`src/rtl/vpic_pkg.sv`:
```
package vpic_pkg;

    typedef enum logic [1:0] {
        ST_IDLE    = 2'd0,
        ST_WIPE    = 2'd1,
        ST_PRESENT = 2'd2
    } seq_state_e;

    localparam logic [1:0] ADDR_FLAG_SET = 2'd0;
    localparam logic [1:0] ADDR_FLAG_CLR = 2'd1;
    localparam logic [1:0] ADDR_ENABLE   = 2'd2;
    localparam logic [1:0] ADDR_CONTROL  = 2'd3;

    // Word address of the vector slot for a level: base plus two bytes per level.
    function automatic logic [15:0] lvl_to_vec(input logic [15:0] base, input logic [15:0] lvl);
        return base + (lvl << 1);
    endfunction

endpackage

```
`src/rtl/vpic_flag_bank.sv`:
```
module vpic_flag_bank
    import vpic_pkg::*;
#(
    parameter int unsigned NL = 32,
    parameter int unsigned LW = 5,
    parameter logic [NL-1:0] NMI_LEVELS = '0
) (
    input  logic          clk,
    input  logic          rst_n,
    input  logic [NL-1:0] hw_set,
    input  logic          wr_en,
    input  logic [1:0]    wr_addr,
    input  logic [NL-1:0] wr_data,
    input  logic          wipe,
    input  logic [NL-1:0] ack_clr,
    input  logic          gie_clr,
    output logic [NL-1:0] flags,
    output logic [NL-1:0] en,
    output logic          gie,
    output logic [LW-1:0] thr
);

    logic [NL-1:0] sw_set;
    logic [NL-1:0] sw_clr;
    logic          ctrl_wr;
    logic          ctrl_unused;

    always_comb begin
        sw_set  = (wr_en && wr_addr == ADDR_FLAG_SET) ? wr_data : '0;
        sw_clr  = (wr_en && wr_addr == ADDR_FLAG_CLR) ? wr_data : '0;
        ctrl_wr = wr_en && (wr_addr == ADDR_CONTROL);
    end

    assign ctrl_unused = ^wr_data[NL-1:LW+1];

    // Hardware set is OR-ed in last so it dominates any clear in the same cycle.
    always_ff @(posedge clk or negedge rst_n) begin
        if (!rst_n) begin
            flags <= '0;
        end else if (wipe) begin
            flags <= (flags & NMI_LEVELS & ~ack_clr) | hw_set;
        end else begin
            flags <= (flags & ~sw_clr & ~ack_clr) | sw_set | hw_set;
        end
    end

    always_ff @(posedge clk or negedge rst_n) begin
        if (!rst_n) begin
            en  <= '0;
            gie <= 1'b0;
            thr <= '0;
        end else if (wipe) begin
            en  <= '0;
            gie <= 1'b0;
            thr <= '0;
        end else begin
            if (wr_en && wr_addr == ADDR_ENABLE) begin
                en <= wr_data & ~NMI_LEVELS;
            end
            if (ctrl_wr) begin
                gie <= wr_data[0];
                thr <= wr_data[LW:1];
            end else if (gie_clr) begin
                gie <= 1'b0;
            end
        end
    end

    AST_HW_SET_WINS: assert property (@(posedge clk) disable iff (!rst_n)
        (hw_set != '0) |=> ((flags & $past(hw_set)) == $past(hw_set)));

    AST_WIPE_CLEARS: assert property (@(posedge clk) disable iff (!rst_n)
        wipe |=> (((flags & ~NMI_LEVELS & ~$past(hw_set)) == '0) && (en == '0) && !gie && (thr == '0)));

endmodule

```
`src/rtl/vpic_arbiter.sv`:
```
module vpic_arbiter #(
    parameter int unsigned NL = 32,
    parameter int unsigned LW = 5,
    parameter logic [NL-1:0] NMI_LEVELS = '0
) (
    input  logic [NL-1:0] flags,
    input  logic [NL-1:0] en,
    input  logic          gie,
    input  logic [LW-1:0] thr,
    input  logic          svc_active,
    input  logic [LW-1:0] svc_lvl,
    input  logic          stack_full,
    output logic          any,
    output logic [LW-1:0] sel
);

    logic [NL-1:0] elig;

    always_comb begin
        for (int i = 0; i < NL; i++) begin
            logic mask_ok;
            logic nest_ok;
            mask_ok = NMI_LEVELS[i] || (gie && en[i] && (LW'(i) > thr));
            nest_ok = !svc_active || (!stack_full && (LW'(i) > svc_lvl));
            elig[i] = flags[i] && mask_ok && nest_ok;
        end
    end

    // Ascending scan: the last eligible level seen is the highest.
    always_comb begin
        any = |elig;
        sel = '0;
        for (int i = 0; i < NL; i++) begin
            if (elig[i]) begin
                sel = LW'(i);
            end
        end
    end

endmodule

```
`src/rtl/vpic_level_stack.sv`:
```
module vpic_level_stack #(
    parameter int unsigned LW    = 5,
    parameter int unsigned DEPTH = 8
) (
    input  logic          clk,
    input  logic          rst_n,
    input  logic          wipe,
    input  logic          enter,
    input  logic [LW-1:0] enter_lvl,
    input  logic          leave,
    output logic          active,
    output logic [LW-1:0] cur_lvl,
    output logic          full
);

    localparam int unsigned SPW = $clog2(DEPTH + 1);
    localparam int unsigned IW  = (DEPTH > 1) ? $clog2(DEPTH) : 1;

    logic [LW-1:0]  stk [DEPTH];
    logic [SPW-1:0] sp;
    logic [SPW-1:0] sp_m1;
    logic [IW-1:0]  push_idx;
    logic [IW-1:0]  pop_idx;

    always_comb begin
        sp_m1    = sp - 1'b1;
        push_idx = sp[IW-1:0];
        pop_idx  = sp_m1[IW-1:0];
        full     = active && (sp == SPW'(DEPTH));
    end

    always_ff @(posedge clk or negedge rst_n) begin
        if (!rst_n) begin
            sp      <= '0;
            active  <= 1'b0;
            cur_lvl <= '0;
        end else if (wipe) begin
            sp      <= '0;
            active  <= 1'b0;
            cur_lvl <= '0;
        end else if (enter && leave) begin
            // Return and new entry together: the saved context is unchanged.
            cur_lvl <= enter_lvl;
            active  <= 1'b1;
        end else if (enter) begin
            if (active) begin
                stk[push_idx] <= cur_lvl;
                sp            <= sp + 1'b1;
            end
            cur_lvl <= enter_lvl;
            active  <= 1'b1;
        end else if (leave && active) begin
            if (sp != '0) begin
                cur_lvl <= stk[pop_idx];
                sp      <= sp_m1;
            end else begin
                active <= 1'b0;
            end
        end
    end

    AST_NO_STACK_OVERFLOW: assert property (@(posedge clk) disable iff (!rst_n)
        (enter && !leave && !wipe) |-> !full);

    AST_LEAVE_EMPTIES: assert property (@(posedge clk) disable iff (!rst_n)
        (leave && !enter && !wipe && active && sp == '0) |=> !active);

endmodule

```
`src/rtl/vpic_top.sv`:
```
module vpic_top
    import vpic_pkg::*;
#(
    parameter int unsigned   NUM_LEVELS    = 32,
    parameter int unsigned   STACK_DEPTH   = 8,
    parameter logic [15:0]   VEC_BASE      = 16'hFFC0,
    parameter logic [31:0]   NMI_LEVELS    = 32'hC000_0000,
    parameter logic [31:0]   SHARED_LEVELS = 32'h410C_0000
) (
    input  logic                  clk,
    input  logic                  rst_n,
    input  logic [NUM_LEVELS-1:0] src_flag_set,
    input  logic                  wr_en,
    input  logic [1:0]            wr_addr,
    input  logic [NUM_LEVELS-1:0] wr_data,
    input  logic                  irq_ack,
    input  logic                  irq_ret,
    output logic                  irq,
    output logic [15:0]           irq_vector
);

    localparam int unsigned LW = $clog2(NUM_LEVELS);
    localparam logic [LW-1:0] WIPE_LVL = LW'(NUM_LEVELS - 1);
    localparam logic [NUM_LEVELS-1:0] NMI_MASK    = NMI_LEVELS[NUM_LEVELS-1:0];
    localparam logic [NUM_LEVELS-1:0] SHARED_MASK = SHARED_LEVELS[NUM_LEVELS-1:0];

    seq_state_e state, state_nx;
    logic [LW-1:0]         pres_lvl;
    logic [NUM_LEVELS-1:0] flags, en, ack_clr;
    logic                  gie, gie_clr, wipe, take;
    logic [LW-1:0]         thr, sel_lvl, svc_lvl;
    logic                  arb_any, svc_active, stack_full;

    vpic_flag_bank #(.NL(NUM_LEVELS), .LW(LW), .NMI_LEVELS(NMI_MASK)) u_flags (
        .clk(clk), .rst_n(rst_n), .hw_set(src_flag_set),
        .wr_en(wr_en), .wr_addr(wr_addr), .wr_data(wr_data),
        .wipe(wipe), .ack_clr(ack_clr), .gie_clr(gie_clr),
        .flags(flags), .en(en), .gie(gie), .thr(thr)
    );

    vpic_arbiter #(.NL(NUM_LEVELS), .LW(LW), .NMI_LEVELS(NMI_MASK)) u_arb (
        .flags(flags), .en(en), .gie(gie), .thr(thr),
        .svc_active(svc_active), .svc_lvl(svc_lvl), .stack_full(stack_full),
        .any(arb_any), .sel(sel_lvl)
    );

    vpic_level_stack #(.LW(LW), .DEPTH(STACK_DEPTH)) u_stack (
        .clk(clk), .rst_n(rst_n), .wipe(wipe),
        .enter(take), .enter_lvl(pres_lvl), .leave(irq_ret),
        .active(svc_active), .cur_lvl(svc_lvl), .full(stack_full)
    );

    // Next-state decision.
    always_comb begin
        state_nx = state;
        unique case (state)
            ST_IDLE: begin
                if (arb_any) begin
                    state_nx = (sel_lvl == WIPE_LVL) ? ST_WIPE : ST_PRESENT;
                end
            end
            ST_WIPE:    state_nx = ST_PRESENT;
            ST_PRESENT: begin
                if (irq_ack) begin
                    state_nx = ST_IDLE;
                end
            end
            default:    state_nx = ST_IDLE;
        endcase
    end

    // State register and latched level.
    always_ff @(posedge clk or negedge rst_n) begin
        if (!rst_n) begin
            state    <= ST_IDLE;
            pres_lvl <= '0;
        end else begin
            state <= state_nx;
            if (state == ST_IDLE && arb_any) begin
                pres_lvl <= sel_lvl;
            end
        end
    end

    // Outputs and side effects of the current state.
    always_comb begin
        irq        = (state == ST_PRESENT);
        irq_vector = lvl_to_vec(VEC_BASE, 16'(pres_lvl));
        wipe       = (state == ST_WIPE);
        take       = (state == ST_PRESENT) && irq_ack;
        ack_clr    = '0;
        if (take && !SHARED_MASK[pres_lvl]) begin
            ack_clr[pres_lvl] = 1'b1;
        end
        gie_clr    = take && !NMI_MASK[pres_lvl];
    end

    AST_VEC_HELD: assert property (@(posedge clk) disable iff (!rst_n)
        (state == ST_PRESENT && !irq_ack) |=> (irq && $stable(irq_vector)));

    AST_VEC_ALIGNED: assert property (@(posedge clk) disable iff (!rst_n)
        irq |-> (irq_vector[0] == 1'b0 && irq_vector >= VEC_BASE));

    AST_PREEMPT_STRICT: assert property (@(posedge clk) disable iff (!rst_n)
        (state == ST_IDLE && arb_any && svc_active) |=> (pres_lvl > $past(svc_lvl)));

    AST_WIPE_FIRST: assert property (@(posedge clk) disable iff (!rst_n)
        (state == ST_PRESENT && pres_lvl == WIPE_LVL && $past(state) != ST_PRESENT)
            |-> ($past(state) == ST_WIPE));

endmodule

```
`config.mk`:
```
export PLATFORM = sky130hd
export DESIGN_NAME = vpic_top
export DESIGN_NICKNAME = d
export VERILOG_FILES = /design/src/rtl/vpic_pkg.sv /design/src/rtl/vpic_flag_bank.sv /design/src/rtl/vpic_arbiter.sv /design/src/rtl/vpic_level_stack.sv /design/src/rtl/vpic_top.sv
export SDC_FILE = /design/constraint.sdc
export NUM_CORES = 1
export LEC_CHECK = 0
export CAP_MARGIN = 20
export CORE_MARGIN = 2
export CORE_UTILIZATION = 35
export CTS_CLUSTER_DIAMETER = 120
export DETAILED_ROUTE_END_ITERATION = 12
export DONT_BUFFER_PORTS = 1
export PLACE_DENSITY = 0.46
export SLEW_MARGIN = 20
export SYNTH_ARGS = -nofsm -noshare
export SYNTH_HDL_FRONTEND = slang
export SYNTH_SLANG_ARGS = --single-unit
```
`constraint.sdc`:
```
create_clock -name clk -period 9.7 [get_ports clk]
set_input_delay 1.94 -clock clk [delete_from_list [all_inputs] [get_ports clk]]
set_output_delay 1.94 -clock clk [all_outputs]
set_load 0.02 [all_outputs]
```
==> results of run 1 <==
## cell type report
cell class / count / area (sq um)
fill: 1967 / 11800
multi-input combinational: 536 / 3330
sequential: 123 / 3280
clock buffer: 17 / 425
tap: 265 / 332
clock inverter: 14 / 170
timing repair buffer: 7 / 52.6
inverter: 12 / 45.0
## Yosys cell counts (all sizes together) (4+ instances only)
library cell  count  area [sq um]
inv              12          45.0
o2111ai           9          78.8
nor3             19          95.1
edfxtp           40          1200
a21o             12          90.1
nand4            11          68.8
o21ai            35           175
dfrtp            83          2080
clkbuf           30           113
nand3b            4          30.0
buf              29           203
nand2           141           529
nor2b             7          43.8
a31oi             6          37.5
a21oi            47           235
o31ai             4          30.0
o211ai           11          82.6
nand3            20           105
nand2b            4          25.0
a211o            20           175
mux4             10           225
nor2             45           169
nor4             12           118
nor3b             7          52.6
nor4b             6          80.1
and2              6          37.5
and3              7          43.8
mux2i            10           100
a221oi           19           166
## layer usage
| layer | vias to the layer above | share of wire | wire [um] |
|---|---|---|---|
| li1 | 2615 | - | - |
| met1 | 2910 | 0.47 | 10700 |
| met2 | 245 | 0.44 | 10100 |
| met3 | 26 | 0.077 | 1770 |
| met4 | 0 | 0.019 | 434 |
| met5 | - | 0 | 0 |
## critical path, delay by kind of cell, from the launching register on
| kind | cells | cell delay [ns] |
|---|---|---|
| compound gates | 2 | 0.82 |
| fa+ha+maj | 1 | 0.24 |
| buf+inv | 1 | 0.25 |
| flops | 1 | 0.68 |
| mux | 1 | 0.35 |
| simple gates | 4 | 1.94 |
## registers in the layout (all words and copies together) (netlist names)
register         flops
pres_lvl             5
state                2
u_flags.en          29
u_flags.flags       31
u_flags.gie          1
u_flags.thr          5
u_stack.active       1
u_stack.cur_lvl      5
u_stack.sp           4
u_stack.stk         40
## path summary, 6_finish.rpt
path	start	depth (start not counted)	to	slack, ns
worst max-delay path	u_stack.sp[0]	9	pres_lvl[2]	5.29
worst min-delay path	u_flags.en[4]	2	u_flags.en[4]	0.52
worst max register to register	u_stack.sp[0]	9	pres_lvl[2]	5.29
worst min register to register	u_flags.en[4]	2	u_flags.en[4]	0.52
max in group asynchronous	rst_n	0	u_flags.en[4]	8.25
min in group asynchronous	rst_n	0	pres_lvl[1]	1.22
## cell families after synthesis
| group | after synthesis | synth area share |
|---|---|---|
| AO/OA/AOI/OAI | 187 | 0.189 |
| XOR/XNOR | 2 | 0.00253 |
| adder cells (fa/ha/maj) | 3 | 0.00541 |
| buffers and inverters | 71 | 0.0520 |
| flip-flops | 123 | 0.473 |
| multiplexers | 22 | 0.0507 |
| other | 2 | 0.00108 |
| AND/OR/NAND/NOR | 311 | 0.227 |
## metrics by stage
stage,worst slack [ns],cells,hold slack (ns),utilization
6_report,5.29,974,0.524,0.392
2_1_floorplan,6.13,730,0.452,-
3_3_place_gp,5.39,943,0.507,0.362
3_5_place_dp,5.39,943,0.513,0.362
4_1_cts,5.37,974,0.521,0.392
5_1_grt,5.02,974,0.541,0.392
## where the power goes
group	internal [mW]	total, mW	leakage (nW)	switching, mW
registers	0.671	0.925	1.34	0.254
clock network	0.403	0.650	0.285	0.247
logic	0.305	0.742	1.29	0.436
==> qor.txt, run 1 <==
# clock sinks - 123
Number of inserted diodes - 0
EDFF count, synth - 40
Final instance area - 7640 sq um
Leakage - 2.91 nW
Initial antenna violation count - 0
Final Power - 2.32 mW
Pwr Density - 303 nW/um^2
Setup bufs post-CTS - 0
Final antenna-violating net count - 0
First-pass GRT wire length - 34.3 mm
RSZ-0062 raised after global routing - false
Largest net degree at the start of global routing - 86
Hold Path Class - register to register
Vias in the first global route - 5477
Commonest non-fill, non-tap cell in the layout - nand2_1
Worst Setup Path Type - register to register
Met2 GRT Util - 0.323
Arrival @ worst endpoint - 4.71 ns
Drt drc - 0
Max incr delay on CP - 0.68 ns
Dpl cell area - 7040 sq um
Status - finished, final reports clean
Clk_skew - 0.0101 ns
M3 GR Usage - 0.0569
Area of the die - 21000 sq um
Yosys warns - 0
H-tree levels - 4
Port Buffers - 0
CP max FO - 16
Worst-Skew Late Latency - 0.42 ns
Post-CTS Resized - 0
Slew Viols, Final - 0
Std cell rows - 51
CTS tree - yes
Sequential area share after synthesis - 0.473
Crit end category - register
Detailed Place HPWL - 15.8 mm
Setup violations, final - 0
Req. time, crit path - 10.00 ns
Top FF cell, synth - dfrtp_1
Die Height - 145 um
CP max stage cell - dfrtp_1
Fmax - 227 MHz
Initial DRC count - 499
CP startpoint kind - register
Synthesized area - 6930 sq um
Area delta synth->final - 10.1%
Wire per inst - 23.6 um
Clock buffer depth - 2
Max cap viols - 0
Post-layout min period - 4.41 ns
Syn Area/Cell - 9.62 sq um
Core footprint - 19500 sq um
Clock-pin transition on the worst setup and hold timing paths - 0.06 ns
Distinct cells, synth - 69
Initial core utilization - 0.356
Ports - 88
Final GP Congestion - 0.944
Critical-path cell list - inv_1, ha_1, nand4b_1, nand4_1, a311oi_1, nor4_2, nand3_2, o41ai_4, mux2_4
#FFs+latches synth - 123
Relative slew margins - 0.359
Worst VDD drop - 0.000135 V
Num CTS Buffers - 17
Clk root buf - clkbuf_16
Synth async-reset ratio - 0.675
Gr busiest metal - met1
Layout cell share with drive strength beyond 1 - 0.0903
Final WL - 23.0 mm
Die width - 145 um
Routed via count divided by cell count - 5.95
Via count - 5796
Setup tns final - 0 ns
Layout Nets - 771
Aggregate global routing overflow - 0
Pre-Repair DR Iteration Count - 6
Count of final hold-check violations - 0
GR Util met1 - 0.329
CTS Hold Bufs - 0
Least-Margin Pin Slew - 0.962 ns
Gr usage total - 0.225
Commonest cells after routing, fill and taps aside - 141 x nand2_1, 83 x dfrtp_1, 47 x a21oi_1
Fin crit share - 0.455
Synth Instances - 721
Note: power is estimated with default switching activity, not from simulation.
==> run 2: changes to the inputs <==
clock period = 4.4 ns   (was 9.7 ns; I/O delays follow)
==> run 2 against run 1 <==
Effect of this change: sequential power increased by 110%; first-iteration DRC count decreased by 8.8%; die area unchanged; non-clock buffer count is 6 higher; clock skew grew 0.0054 ns; critical endpoint unchanged; largest cell class unchanged; worst hold slack worse by 0.37 ns; register-to-register slack worse by 4.5 ns; clock power increased by 110%; critical path depth decreased by 1; fmax increased by 24%; clock-buffer cell count increased by 1.
==> qor.txt, run 2 (synthesis results as in run 1) <==
Reg2reg end - pres_lvl[2] (unchanged)
CTS Hold Bufs - 0 (unchanged)
Least-Margin Pin Slew - 1.09 ns (was 0.962 ns)
Post-layout min period - 3.56 ns (was 4.41 ns)
Pwr Density - 663 nW/um^2 (was 303 nW/um^2)
First-pass GRT wire length - 34.9 mm (was 34.3 mm)
Worst Setup Path Type - register to register (unchanged)
Req. time, crit path - 4.71 ns (was 10.00 ns)
Aggregate global routing overflow - 0 (unchanged)
H-tree levels - 4 (unchanged)
Core footprint - 19500 sq um (unchanged)
Std cell rows - 51 (unchanged)
CP startpoint kind - register (unchanged)
Largest net degree at the start of global routing - 86 (unchanged)
Slew Viols, Final - 0 (unchanged)
# clock sinks - 123 (unchanged)
Worst-Skew Late Latency - 0.43 ns (was 0.42 ns)
Arrival @ worst endpoint - 3.87 ns (was 4.71 ns)
Area delta synth->final - 10.5% (was 10.1%)
Commonest cells after routing, fill and taps aside - 141 x nand2_1, 83 x dfrtp_1, 47 x a21oi_1 (unchanged)
Clock-pin transition on the worst setup and hold timing paths - 0.06 ns (about the same)
Die Height - 145 um (unchanged)
Relative slew margins - 0.272 (was 0.359)
Setup tns final - 0 ns (unchanged)
Critical-path cell list - nand2_1, o2111ai_1, nor4_1, buf_4, nor4b_4, nand3_2, o41ai_4, mux2_4 (was inv_1, ha_1, nand4b_1, nand4_1, a311oi_1, nor4_2, nand3_2, o41ai_4, mux2_4)
Final GP Congestion - 0.924 (was 0.944)
Largest regs - u_stack.stk x40, u_flags.flags x31, u_flags.en x29 (unchanged)
Worst VDD drop - 0.000330 V (was 0.000135 V)
Max reg flops - 40 (unchanged)
Count of final hold-check violations - 0 (unchanged)
Reg2reg start - u_stack.cur_lvl[4] (was u_stack.sp[0])
Status - finished, final reports clean (unchanged)
Num CTS Buffers - 17 (unchanged)
CTS tree - yes (unchanged)
Clk root buf - clkbuf_16 (unchanged)
Die width - 145 um (unchanged)
Final Util - 0.394 (was 0.392)
Dpl cells - 949 (was 943)
Setup slack, reg-to-reg - 0.84 ns (was 5.29 ns)
Wire per inst - 23.5 um (was 23.6 um)
Port Buffers - 0 (unchanged)
Layout Nets - 777 (was 771)
Hold Path Class - input port to asynchronous set/reset pin (was register to register)
Leakage - 2.93 nW (was 2.91 nW)
Clk_skew - 0.0156 ns (was 0.0101 ns)
Pre-Repair DR Iteration Count - 5 (was 6)
Post-CTS Resized - 0 (unchanged)
Layout cell share with drive strength beyond 1 - 0.0993 (was 0.0903)
Drt drc - 0 (unchanged)
Initial core utilization - 0.356 (unchanged)
Commonest non-fill, non-tap cell in the layout - nand2_1 (unchanged)
Vias in the first global route - 5699 (was 5477)
Final instance area - 7660 sq um (was 7640 sq um)
Non-Filler Instances - 980 (was 974)
Buffers & Inverters on Critical Path - 1 (unchanged)
Number of inserted diodes - 0 (unchanged)
Initial antenna violation count - 0 (unchanged)
CP max stage cell - dfrtp_1 (unchanged)
Via count - 5767 (was 5796)
Gr usage total - 0.228 (was 0.225)
Max cap viols - 0 (unchanged)
Fin crit share - 0.810 (was 0.455)
Max incr delay on CP - 0.95 ns (was 0.68 ns)
Area of the die - 21000 sq um (unchanged)
RSZ-0062 raised after global routing - false (unchanged)
Detailed Place HPWL - 16.3 mm (was 15.8 mm)
CP top delay family - compound AO/OA/AOI/OAI gates (was simple AND/OR/NAND/NOR gates)
Final WL - 23.0 mm (about the same)
Crit end category - register (unchanged)
Fmax - 281 MHz (was 227 MHz)
Clock buffer depth - 2 (unchanged)
Ports - 88 (unchanged)
Top reg by flops - u_stack.stk (unchanged)
Routed via count divided by cell count - 5.88 (was 5.95)
Setup violations, final - 0 (unchanged)
Dpl cell area - 7090 sq um (was 7040 sq um)
CP max FO - 22 (was 16)
Final antenna-violating net count - 0 (unchanged)
Initial DRC count - 455 (was 499)
R2R cell count - 8 (was 9)
Setup bufs post-CTS - 0 (unchanged)
Final Power - 5.08 mW (was 2.32 mW)
-- run 2: final cells by class --
type                    instances  area (sq um)
multi-input cells             536          3330
clock inverters                13           146
repair buffers                 13          97.6
inverters                      12          45.0
flip-flops and latches        123          3280
well taps                     265           332
clock buffers                  18           429
fillers                      1956         11800
-- run 2: how the worst max path moves through the flow --
stage          slack, ns  cells after the start     endpoint                from
6_report            0.84                      8  pres_lvl[2]  u_stack.cur_lvl[4]
5_1_grt             0.63                      8  pres_lvl[2]  u_stack.cur_lvl[4]
4_1_cts             0.91                      8  pres_lvl[2]  u_stack.cur_lvl[4]
3_5_place_dp        0.90                      8  pres_lvl[2]  u_stack.cur_lvl[4]
3_3_place_gp        0.95                      8  pres_lvl[2]  u_stack.cur_lvl[4]
2_1_floorplan       1.14                     12  pres_lvl[2]       u_stack.sp[0]
-- run 2: per-layer routing --
metal  track usage  vias up  wire length (um)
met4        0.0659        0               406
met1         0.329     2914             10900
met5             0        -                 0
met3        0.0655       31              1580
li1              -     2623                 -
met2         0.333      199             10200
-- run 2: report_power, final --
part | internal (mW) | switching, mW
Sequential | 1.48 | 0.496
Clock | 0.834 | 0.551
Combinational | 0.689 | 1.03
Total | 3.00 | 2.08
-- run 2: stage by stage --
step / setup WS, ns / hold WS [ns]
final: 0.836 / 0.151
after detailed placement: 0.904 / 0.513
after global routing: 0.630 / 0.121
after CTS: 0.910 / 0.135
after floorplan: 1.14 / 0.452
after global placement: 0.947 / 0.507
==> run 3: changes to the inputs <==
clock period = 3.4 ns   (was 4.4 ns; I/O delays follow)
==> run 3 against run 2 <==
Effect of this change: non-clock buffer count rose by 29; first-iteration DRC count decreased by 11%; worst hold slack worse by 0.032 ns; via count is 0.59% higher; cell area grew 3.9%; total power grew 37%; fmax rose by 14%; largest power group is now combinational cells.
==> qor.txt, run 3 (synthesis results as in run 1) <==
Status - finished, final reports clean (unchanged)
Final antenna-violating net count - 0 (unchanged)
Commonest cells after routing, fill and taps aside - 141 x nand2_1, 83 x dfrtp_1, 47 x a21oi_1 (unchanged)
Reg2reg start - u_stack.sp[1] (was u_stack.cur_lvl[4])
Setup violations, final - 0 (unchanged)
Std cell rows - 51 (unchanged)
Drt drc - 0 (unchanged)
Final instance area - 7960 sq um (was 7660 sq um)
CP max stage cell - o41ai_4 (was dfrtp_1)
Dpl ws - 0.341 ns (was 0.904 ns)
Clock buffer depth - 2 (unchanged)
Port Buffers - 0 (unchanged)
Pwr Density - 873 nW/um^2 (was 663 nW/um^2)
Register cell area after layout - 3280 sq um (unchanged)
Worst setup margin - 0.264 ns (was 0.836 ns)
Top reg by flops - u_stack.stk (unchanged)
Crit end category - register (unchanged)
Largest net degree at the start of global routing - 84 (was 86)
# clock sinks - 123 (unchanged)
H-tree levels - 4 (unchanged)
Initial DRC count - 404 (was 455)
Die Height - 145 um (unchanged)
CTS Hold Bufs - 1 (was 0)
Setup tns final - 0 ns (unchanged)
Fin crit share - 0.922 (was 0.810)
Post-CTS Resized - 0 (unchanged)
Clk_skew - 0.00897 ns (was 0.0156 ns)
Initial antenna violation count - 0 (unchanged)
Worst Setup Path Type - register to register (unchanged)
Layout cell share with drive strength beyond 1 - 0.136 (was 0.0993)
Setup bufs post-CTS - 0 (unchanged)
Max incr delay on CP - 0.56 ns (was 0.95 ns)
Slew Viols, Final - 0 (unchanged)
Reg2reg end - pres_lvl[2] (unchanged)
Area of the die - 21000 sq um (unchanged)
Clock-pin transition on the worst setup and hold timing paths - 0.06 ns (about the same)
RSZ-0062 raised after global routing - false (unchanged)
Gr usage total - 0.232 (was 0.228)
Layout Nets - 806 (was 777)
Wire per inst - 23.2 um (was 23.5 um)
Initial core utilization - 0.356 (unchanged)
Critical-path cell list - inv_1, ha_1, nand4b_1, buf_12, nand4_1, nor4_1, nor4_2, nand3_2, o41ai_4, mux2_4 (was nand2_1, o2111ai_1, nor4_1, buf_4, nor4b_4, nand3_2, o41ai_4, mux2_4)
Relative slew margins - 0.439 (was 0.272)
Fmax - 319 MHz (was 281 MHz)
R2R cell count - 10 (was 8)
Hold Path Class - input port to asynchronous set/reset pin (unchanged)
Ports - 88 (unchanged)
Max cap viols - 0 (unchanged)
Num CTS Buffers - 17 (unchanged)
Fin Hold WS - 0.119 ns (was 0.151 ns)
CTS tree - yes (unchanged)
Dpl cells - 977 (was 949)
Area of the multi-input gates - 3330 sq um (unchanged)
Commonest non-fill, non-tap cell in the layout - nand2_1 (unchanged)
Routed via count divided by cell count - 5.74 (was 5.88)
Setup slack, reg-to-reg - 0.26 ns (was 0.84 ns)
Worst VDD drop - 0.000406 V (was 0.000330 V)
Dpl cell area - 7310 sq um (was 7090 sq um)
Clk root buf - clkbuf_16 (unchanged)
Final GP Congestion - 0.931 (was 0.924)
First-pass GRT wire length - 35.3 mm (was 34.9 mm)
Via count - 5801 (was 5767)
Aggregate global routing overflow - 0 (unchanged)
Post-layout min period - 3.14 ns (was 3.56 ns)
Die width - 145 um (unchanged)
Core footprint - 19500 sq um (unchanged)
Count of final hold-check violations - 0 (unchanged)
Non-Filler Instances - 1010 (was 980)
Req. time, crit path - 3.71 ns (was 4.71 ns)
Largest regs - u_stack.stk x40, u_flags.flags x31, u_flags.en x29 (unchanged)
Arrival @ worst endpoint - 3.44 ns (was 3.87 ns)
Pre-Repair DR Iteration Count - 5 (unchanged)
Area delta synth->final - 14.9% (was 10.5%)
Number of inserted diodes - 0 (unchanged)
Least-Margin Pin Slew - 0.842 ns (was 1.09 ns)
Max reg flops - 40 (unchanged)
Final WL - 23.4 mm (was 23.0 mm)
Vias in the first global route - 5712 (was 5699)
Detailed Place HPWL - 16.9 mm (was 16.3 mm)
Leakage - 3.12 nW (was 2.93 nW)
CP max FO - 13 (was 22)
Worst-Skew Late Latency - 0.43 ns (about the same)
CP startpoint kind - register (unchanged)
Fill count - 1945 (was 1956)
-- run 3: stage by stage --
stage	power, mW	utilization
after global placement	4.93	0.376
after floorplan	4.08	-
after global routing	7.37	0.409
final	6.95	0.409
after detailed placement	4.96	0.376
after CTS	6.98	0.409
-- run 3: where the power goes --
group,internal (mW),total [mW],leakage [nW],switching (mW)
logic,1.03,2.63,1.48,1.60
registers,1.92,2.35,1.34,0.434
clock network,1.19,1.97,0.307,0.788
total,4.13,6.95,3.12,2.82
-- run 3: per-layer routing --
metal  up-vias  global-route usage  wire length, um  part of all wire
met2       213               0.340            10200              0.44
met4         0              0.0659              450             0.019
met5         -                   0                0                 0
met1      2878               0.339            11300              0.48
li1       2675                   -                -                 -
met3        35              0.0576             1450             0.062
-- run 3: final cells by class --
| type | instances | area share |
|---|---|---|
| Clock inverter | 15 | 0.0253 |
| Timing Repair Buffer | 42 | 0.0437 |
| Multi-Input combinational cell | 536 | 0.419 |
| Tap cell | 265 | 0.0416 |
| Inverter | 12 | 0.00566 |
| Sequential cell | 123 | 0.412 |
| Clock buffer | 17 | 0.0534 |
-- run 3: worst max-delay path by stage --
stage | from | end | slack, ns | depth (start not counted)
after CTS | u_stack.sp[1] | pres_lvl[2] | 0.29 | 10
after global routing | u_stack.sp[1] | pres_lvl[2] | 0.07 | 10
after global placement | u_stack.sp[0] | pres_lvl[2] | 0.35 | 10
final | u_stack.sp[1] | pres_lvl[2] | 0.26 | 10
after detailed placement | u_stack.sp[0] | pres_lvl[2] | 0.34 | 10
after floorplan | u_stack.sp[0] | pres_lvl[2] | 0.14 | 12
-- run 3: critical path, delay by kind of cell, from the launching register on --
family / cells / cell delay (ns)
AO/OA/AOI/OAI: 1 / 0.56
adder cells (fa/ha/maj): 1 / 0.24
AND/OR/NAND/NOR: 5 / 1.15
buffers and inverters: 2 / 0.33
flip-flops: 1 / 0.39
multiplexers: 1 / 0.34
